File: config.mk
export PLATFORM = sky130hd
export DESIGN_NAME = sync_frame_rx
export DESIGN_NICKNAME = d
export VERILOG_FILES = /design/src/rtl/sync_frame_rx_pkg.sv /design/src/rtl/sfr_lane_merge.sv /design/src/rtl/sfr_frame_core.sv /design/src/rtl/sfr_word_fields.sv /design/src/rtl/sync_frame_rx.sv
export SDC_FILE = /design/constraint.sdc
export NUM_CORES = 1
export LEC_CHECK = 0
export ABC_AREA = 1
export BUFFER_PORTS_ARGS = -buffer_cell sky130_fd_sc_hd__buf_2
export CORE_AREA = 2 2 124 186
export CTS_BUF_LIST = sky130_fd_sc_hd__clkbuf_8
export DETAILED_ROUTE_END_ITERATION = 8
export DIE_AREA = 0 0 126 188
export PLACE_DENSITY = 0.66
export REMOVE_ABC_BUFFERS = 1
export SLEW_MARGIN = 5
export SYNTH_ARGS = -nofsm -noshare
export SYNTH_HDL_FRONTEND = slang
export SYNTH_HIERARCHICAL = 1
export SYNTH_SLANG_ARGS = --single-unit
File: constraint.sdc
create_clock -name clk -period 8.9 [get_ports clk]
set_clock_uncertainty 0.2 [all_clocks]
set_input_delay 2.67 -clock clk [delete_from_list [all_inputs] [get_ports clk]]
set_output_delay 2.67 -clock clk [all_outputs]
set_load 0.02 [all_outputs]
File: src/rtl/sync_frame_rx_pkg.sv
package sync_frame_rx_pkg;

    localparam int WORD_W    = 24;
    localparam int SYNC_W    = 14;
    localparam int STAT_W    = 10;
    localparam int MAX_LANES = 6;
    localparam int ROW_W     = 7;
    localparam int COL_W     = 5;
    localparam int BCO_W     = 8;
    localparam int ADC_W     = 3;
    localparam int CNT_W     = $clog2(WORD_W);
    localparam int NB_W      = $clog2(MAX_LANES + 1);

    localparam logic [SYNC_W-1:0] SYNC_PAT = {1'b1, {(SYNC_W-1){1'b0}}};

    typedef enum logic [1:0] {
        ST_SEARCH = 2'd0,
        ST_VERIFY = 2'd1,
        ST_LOCKED = 2'd2
    } frame_st_e;

    function automatic logic [NB_W-1:0] lanes_of(input logic [1:0] mode);
        case (mode)
            2'd0:    return NB_W'(1);
            2'd1:    return NB_W'(2);
            2'd2:    return NB_W'(4);
            default: return NB_W'(6);
        endcase
    endfunction

endpackage

File: src/rtl/sfr_lane_merge.sv
module sfr_lane_merge
    import sync_frame_rx_pkg::*;
(
    input  logic [1:0]           mode,
    input  logic [MAX_LANES-1:0] lanes_in,
    output logic [NB_W-1:0]      nbits,
    output logic [MAX_LANES-1:0] bits_out
);

    always_comb begin
        nbits = lanes_of(mode);
    end

    for (genvar g = 0; g < MAX_LANES; g++) begin : g_mask
        assign bits_out[g] = (NB_W'(g) < nbits) ? lanes_in[g] : 1'b0;
    end

endmodule

File: src/rtl/sfr_frame_core.sv
module sfr_frame_core
    import sync_frame_rx_pkg::*;
#(
    parameter int LOST_W = 4
) (
    input  logic                 clk,
    input  logic                 rst,
    input  logic                 stb,
    input  logic [NB_W-1:0]      nbits,
    input  logic [MAX_LANES-1:0] bits_in,
    output logic                 locked,
    output logic                 hit_pulse,
    output logic                 stat_pulse,
    output logic [WORD_W-1:0]    word_out,
    output logic [LOST_W-1:0]    lost_cnt
);

    localparam int ZERO_HI = WORD_W - 2;
    localparam int ZERO_LO = WORD_W - SYNC_W;
    localparam logic [LOST_W-1:0] LOST_MAX = {LOST_W{1'b1}};

    typedef struct packed {
        frame_st_e          st;
        logic [CNT_W-1:0]   cnt;
        logic               vword;
        logic [SYNC_W-1:0]  hist;
        logic [WORD_W-1:0]  wbuf;
        logic [WORD_W-1:0]  word;
        logic               hit_vld;
        logic               stat_vld;
        logic [LOST_W-1:0]  lost;
    } core_t;

    core_t r_q, r_d;

    always_comb begin
        logic              b;
        logic [WORD_W-1:0] w;
        r_d          = r_q;
        r_d.hit_vld  = 1'b0;
        r_d.stat_vld = 1'b0;
        b            = 1'b0;
        w            = '0;
        if (stb) begin
            for (int i = 0; i < MAX_LANES; i++) begin
                if (NB_W'(i) < nbits) begin
                    b        = bits_in[i];
                    r_d.hist = {r_d.hist[SYNC_W-2:0], b};
                    if (r_d.st == ST_SEARCH) begin
                        if (r_d.hist == SYNC_PAT) begin
                            r_d.st    = ST_VERIFY;
                            r_d.vword = 1'b0;
                            r_d.cnt   = CNT_W'(SYNC_W);
                            r_d.wbuf  = WORD_W'(r_d.hist);
                        end
                    end else if (r_d.cnt == '0 && !b) begin
                        r_d.st  = ST_SEARCH;
                        r_d.cnt = '0;
                        if (r_d.lost != LOST_MAX) begin
                            r_d.lost = r_d.lost + 1'b1;
                        end
                    end else begin
                        w        = {r_d.wbuf[WORD_W-2:0], b};
                        r_d.wbuf = w;
                        if (r_d.cnt == CNT_W'(WORD_W - 1)) begin
                            r_d.cnt  = '0;
                            r_d.word = w;
                            if (w[ZERO_HI:ZERO_LO] == '0) begin
                                r_d.stat_vld = 1'b1;
                            end else if (r_d.st == ST_LOCKED) begin
                                r_d.hit_vld = 1'b1;
                            end
                            if (r_d.st == ST_VERIFY) begin
                                if (r_d.vword) begin
                                    r_d.st = ST_LOCKED;
                                end else begin
                                    r_d.vword = 1'b1;
                                end
                            end
                        end else begin
                            r_d.cnt = r_d.cnt + 1'b1;
                        end
                    end
                end
            end
        end
    end

    always_ff @(posedge clk) begin
        if (rst) begin
            r_q <= '{st: ST_SEARCH, default: '0};
        end else begin
            r_q <= r_d;
        end
    end

    assign locked     = (r_q.st == ST_LOCKED);
    assign hit_pulse  = r_q.hit_vld;
    assign stat_pulse = r_q.stat_vld;
    assign word_out   = r_q.word;
    assign lost_cnt   = r_q.lost;

endmodule

File: src/rtl/sfr_word_fields.sv
module sfr_word_fields
    import sync_frame_rx_pkg::*;
(
    input  logic [WORD_W-1:0] word,
    output logic [ROW_W-1:0]  row,
    output logic [COL_W-1:0]  col,
    output logic [BCO_W-1:0]  bco,
    output logic [ADC_W-1:0]  adc,
    output logic              col_bad,
    output logic [STAT_W-1:0] status
);

    localparam int ADC_LO = 0;
    localparam int BCO_LO = ADC_LO + ADC_W;
    localparam int COL_LO = BCO_LO + BCO_W;
    localparam int ROW_LO = COL_LO + COL_W;

    always_comb begin
        adc     = word[ADC_LO +: ADC_W];
        bco     = word[BCO_LO +: BCO_W];
        col     = word[COL_LO +: COL_W];
        row     = word[ROW_LO +: ROW_W];
        col_bad = (col[1:0] == 2'b00);
        status  = word[STAT_W-1:0];
    end

endmodule

File: src/rtl/sync_frame_rx.sv
module sync_frame_rx
    import sync_frame_rx_pkg::*;
#(
    parameter int LOST_W = 4
) (
    input  logic              clk,
    input  logic              rst,
    input  logic [1:0]        lane_mode,
    input  logic              slot_stb,
    input  logic [5:0]        lane_bits,
    output logic              aligned,
    output logic              hit_valid,
    output logic [6:0]        hit_row,
    output logic [4:0]        hit_col,
    output logic [7:0]        hit_bco,
    output logic [2:0]        hit_adc,
    output logic              col_err,
    output logic              stat_valid,
    output logic [9:0]        stat_bits,
    output logic [LOST_W-1:0] lost_count
);

    logic [NB_W-1:0]      nbits;
    logic [MAX_LANES-1:0] merged;
    logic [WORD_W-1:0]    word;
    logic                 col_bad;

    sfr_lane_merge u_merge (
        .mode     (lane_mode),
        .lanes_in (lane_bits),
        .nbits    (nbits),
        .bits_out (merged)
    );

    sfr_frame_core #(.LOST_W(LOST_W)) u_core (
        .clk        (clk),
        .rst        (rst),
        .stb        (slot_stb),
        .nbits      (nbits),
        .bits_in    (merged),
        .locked     (aligned),
        .hit_pulse  (hit_valid),
        .stat_pulse (stat_valid),
        .word_out   (word),
        .lost_cnt   (lost_count)
    );

    sfr_word_fields u_fields (
        .word    (word),
        .row     (hit_row),
        .col     (hit_col),
        .bco     (hit_bco),
        .adc     (hit_adc),
        .col_bad (col_bad),
        .status  (stat_bits)
    );

    assign col_err = hit_valid & col_bad;

endmodule

==> impl_results.md <==
- Row count: 67
- Maximum cell stage delay along the critical path: 0.23 ns
- Cell area after layout: 11200 um2
- Run status: completed
- Hold path depth: 2
- Critical setup path kind: input port to flop
- Post-detail-place hpwl: 34500 um
- Setup repair after global routing missed its margin: false
- Reg2Reg Launch Point: u_core/r_q[69]
- Pins over their slew limit: 0
- Clock latency on the worst-skew pair: 0.39 ns
- Setup-failing EPs final: 0
- Routed wire length on met3: 2430 um
- WL met1: 15700 um
- All-Layer GR Usage: 36.7%
- Post-placement cell area: 10900 um2
- Antenna-violating nets left: 0
- Number of nets at the end of the flow: 1962
- Final weighted congestion in routability-driven placement: 1.04
- Worst min-delay path class: flop to flop
- Maxcap violations: 0
- Period utilization: 94.6%
- Most used cell, CP: sky130_fd_sc_hd__nand2_1
- Number of inserted diodes: 0
- Die area: 23700 um2
- Final Hold Slack: 0.278 ns
- Clock sink total: 72
- First-pass GRT wire length: 68800 um
- Leakage component of the power: 0.00534 uW
- Worst Setup Start Kind: input port
- Antenna violations before repair: 0
- Routed wire length: 44400 um
- Via count of the first global-routing pass: 12709
- Clock tree from TritonCTS: done
- Syn Area/Cell: 5.45 um2
- Die W: 126 um
- Peak VDD IR: 0.0755 mV
- Clock transition at the registers of the reported paths: 0.10 ns
- Gate count of the mapped netlist: 1952
- Average wire per cell in the routed design: 20.1 um
- Kind of capture point of the worst setup path: flop
- Cells on worst reg2reg path: 49
- Final critical-path required period: 8.42 ns
- Area of the core: 22100 um2
- Maximum number of pins on one net before global-route repair: 80
- TritonRoute pass-1 iters: 6
- Pwr Total: 1980 uW
- Maximum clock frequency: 119 MHz
- H-tree levels: 3
- Critical path fanouts, max: 38
- Fraction of final layout cells sized beyond drive strength 1: 12.3%
- Reg2reg end: u_core/word_out[14]
- Detailed-route via count: 13230
- Overflow left after global routing: 0
- I/O pin cnt: 52
- Initial Util: 48.1%
- Slowest stage cell on the critical path: sky130_fd_sc_hd__a21oi_4
- Final Hold Fails: 0
- Worst path arrival time: 8.52 ns
- Worst rel slew slack: 26.3%
- Area overhead of the layout relative to synthesis: 5.14%
- Number of standard cells in the layout, taps in and fillers out: 2214
- Buffers on Ports: 51
- Violation count after the first detailed-route iteration: 1082
- CTS Root Cell: sky130_fd_sc_hd__clkbuf_8
- Power Density: 177 nW/um2
- CP Data Required Time: 9.00 ns
- Setup slack of the worst register-to-register path: 2.28 ns
- DRC violations left: 0
- Transition time of the tightest slew-check pin: 1.10 ns
- Cell Area, Synth: 10600 um2
- Hold wc startpoint: u_core/r_q[66]
- Total instance count after detailed placement: 2196
- Number of hold-repair buffers added at the cts stage: 0
- Topmost layer with routed signal wires: met4
- Syn. warnings: 6
- Met2 wire length: 22100 um
- Endpoint, Worst Hold: u_core/r_q[66]
- Number of clock buffers inserted by TritonCTS: 9
- Via-to-Cell Ratio: 5.98
- Height of the die: 188 um
- Buffers from clock root to sink, at most: 2
## stage by stage
| step | setup WS [ns] | TNS (ns) | utilization, % |
|---|---|---|---|
| finish | 0.484 | 0 | 50.6 |
| global route | 0.0117 | 0 | 50.6 |
| detailed placement | -0.0265 | -0.0265 | 49.4 |
| floorplan | -0.506 | -20.89 | - |
| global placement | 0.0159 | 0 | 49.4 |
| CTS | 0.362 | 0 | 50.2 |
## state kept, by name, indices dropped and copies added (netlist names)
register           count
u_core/r_q            43
u_core/stat_pulse      1
u_core/hit_pulse       1
u_core/lost_cnt        4
u_core/word_out       23
## report_power, final
group | leakage, uW | total [uW] | internal [uW] | switching [uW]
Clock | 0.0000888 | 264 | 107 | 157
Sequential | 0.000589 | 392 | 350 | 41.7
Combinational | 0.00466 | 1320 | 411 | 914
Total | 0.00534 | 1980 | 867 | 1110
## worst max path at each step
stage | from | to | depth (start not counted)
final | lane_mode[0] | u_core/r_q[49] | 51
after global routing | lane_mode[0] | u_core/word_out[18] | 51
after CTS | lane_mode[0] | u_core/word_out[14] | 46
after detailed placement | lane_mode[0] | u_core/word_out[14] | 46
after global placement | lane_mode[0] | u_core/word_out[14] | 46
after floorplan | lane_mode[0] | u_core/stat_pulse | 54
## metal layers
layer  track usage [%]  vias to the layer above
met3              4.85                      219
met2              66.6                      602
met5                 0                        -
li1                  -                     6326
met1              37.5                     6083
met4              28.4                        0
## cells in the final DEF, fill, tap and decap left out, types with 9 or more instances in the layout
| master | instances |
|---|---|
| sky130_fd_sc_hd__a21oi_1 | 95 |
| sky130_fd_sc_hd__a22oi_1 | 17 |
| sky130_fd_sc_hd__a31oi_1 | 13 |
| sky130_fd_sc_hd__buf_2 | 51 |
| sky130_fd_sc_hd__buf_4 | 64 |
| sky130_fd_sc_hd__clkbuf_8 | 9 |
| sky130_fd_sc_hd__dfxtp_1 | 72 |
| sky130_fd_sc_hd__ha_1 | 18 |
| sky130_fd_sc_hd__inv_1 | 282 |
| sky130_fd_sc_hd__inv_2 | 16 |
| sky130_fd_sc_hd__nand2_1 | 503 |
| sky130_fd_sc_hd__nand2_2 | 29 |
| sky130_fd_sc_hd__nand3_1 | 148 |
| sky130_fd_sc_hd__nand3_2 | 12 |
| sky130_fd_sc_hd__nand4_1 | 31 |
| sky130_fd_sc_hd__nor2_1 | 139 |
| sky130_fd_sc_hd__nor2_2 | 10 |
| sky130_fd_sc_hd__nor3_1 | 21 |
| sky130_fd_sc_hd__nor4_1 | 18 |
| sky130_fd_sc_hd__o211ai_1 | 55 |
| sky130_fd_sc_hd__o21ai_0 | 170 |
| sky130_fd_sc_hd__o21ai_1 | 11 |
| sky130_fd_sc_hd__o22ai_1 | 51 |
## timing repair
item / CTS / global route
buffers inserted: 0 / 2
endpoints found under the setup margin: 0 / 58
resized for setup: 0 / 21
## critical path: cells and delay by family
family,cells,cell delay [ns]
buffers and inverters,13,1.42
AO/OA/AOI/OAI,3,0.54
AND/OR/NAND/NOR,31,3.18
adder cells (fa/ha/maj),4,0.66
## area by class of cell
class / instances / area, um2
clock buffer: 9 / 124
multi-input combinational: 1423 / 7240
tap: 276 / 345
fill: 2476 / 10900
sequential: 72 / 1440
inverter: 307 / 1160
timing repair buffer: 120 / 818
clock inverter: 7 / 61.3
No activity file was read; power rests on OpenSTA's default activity.
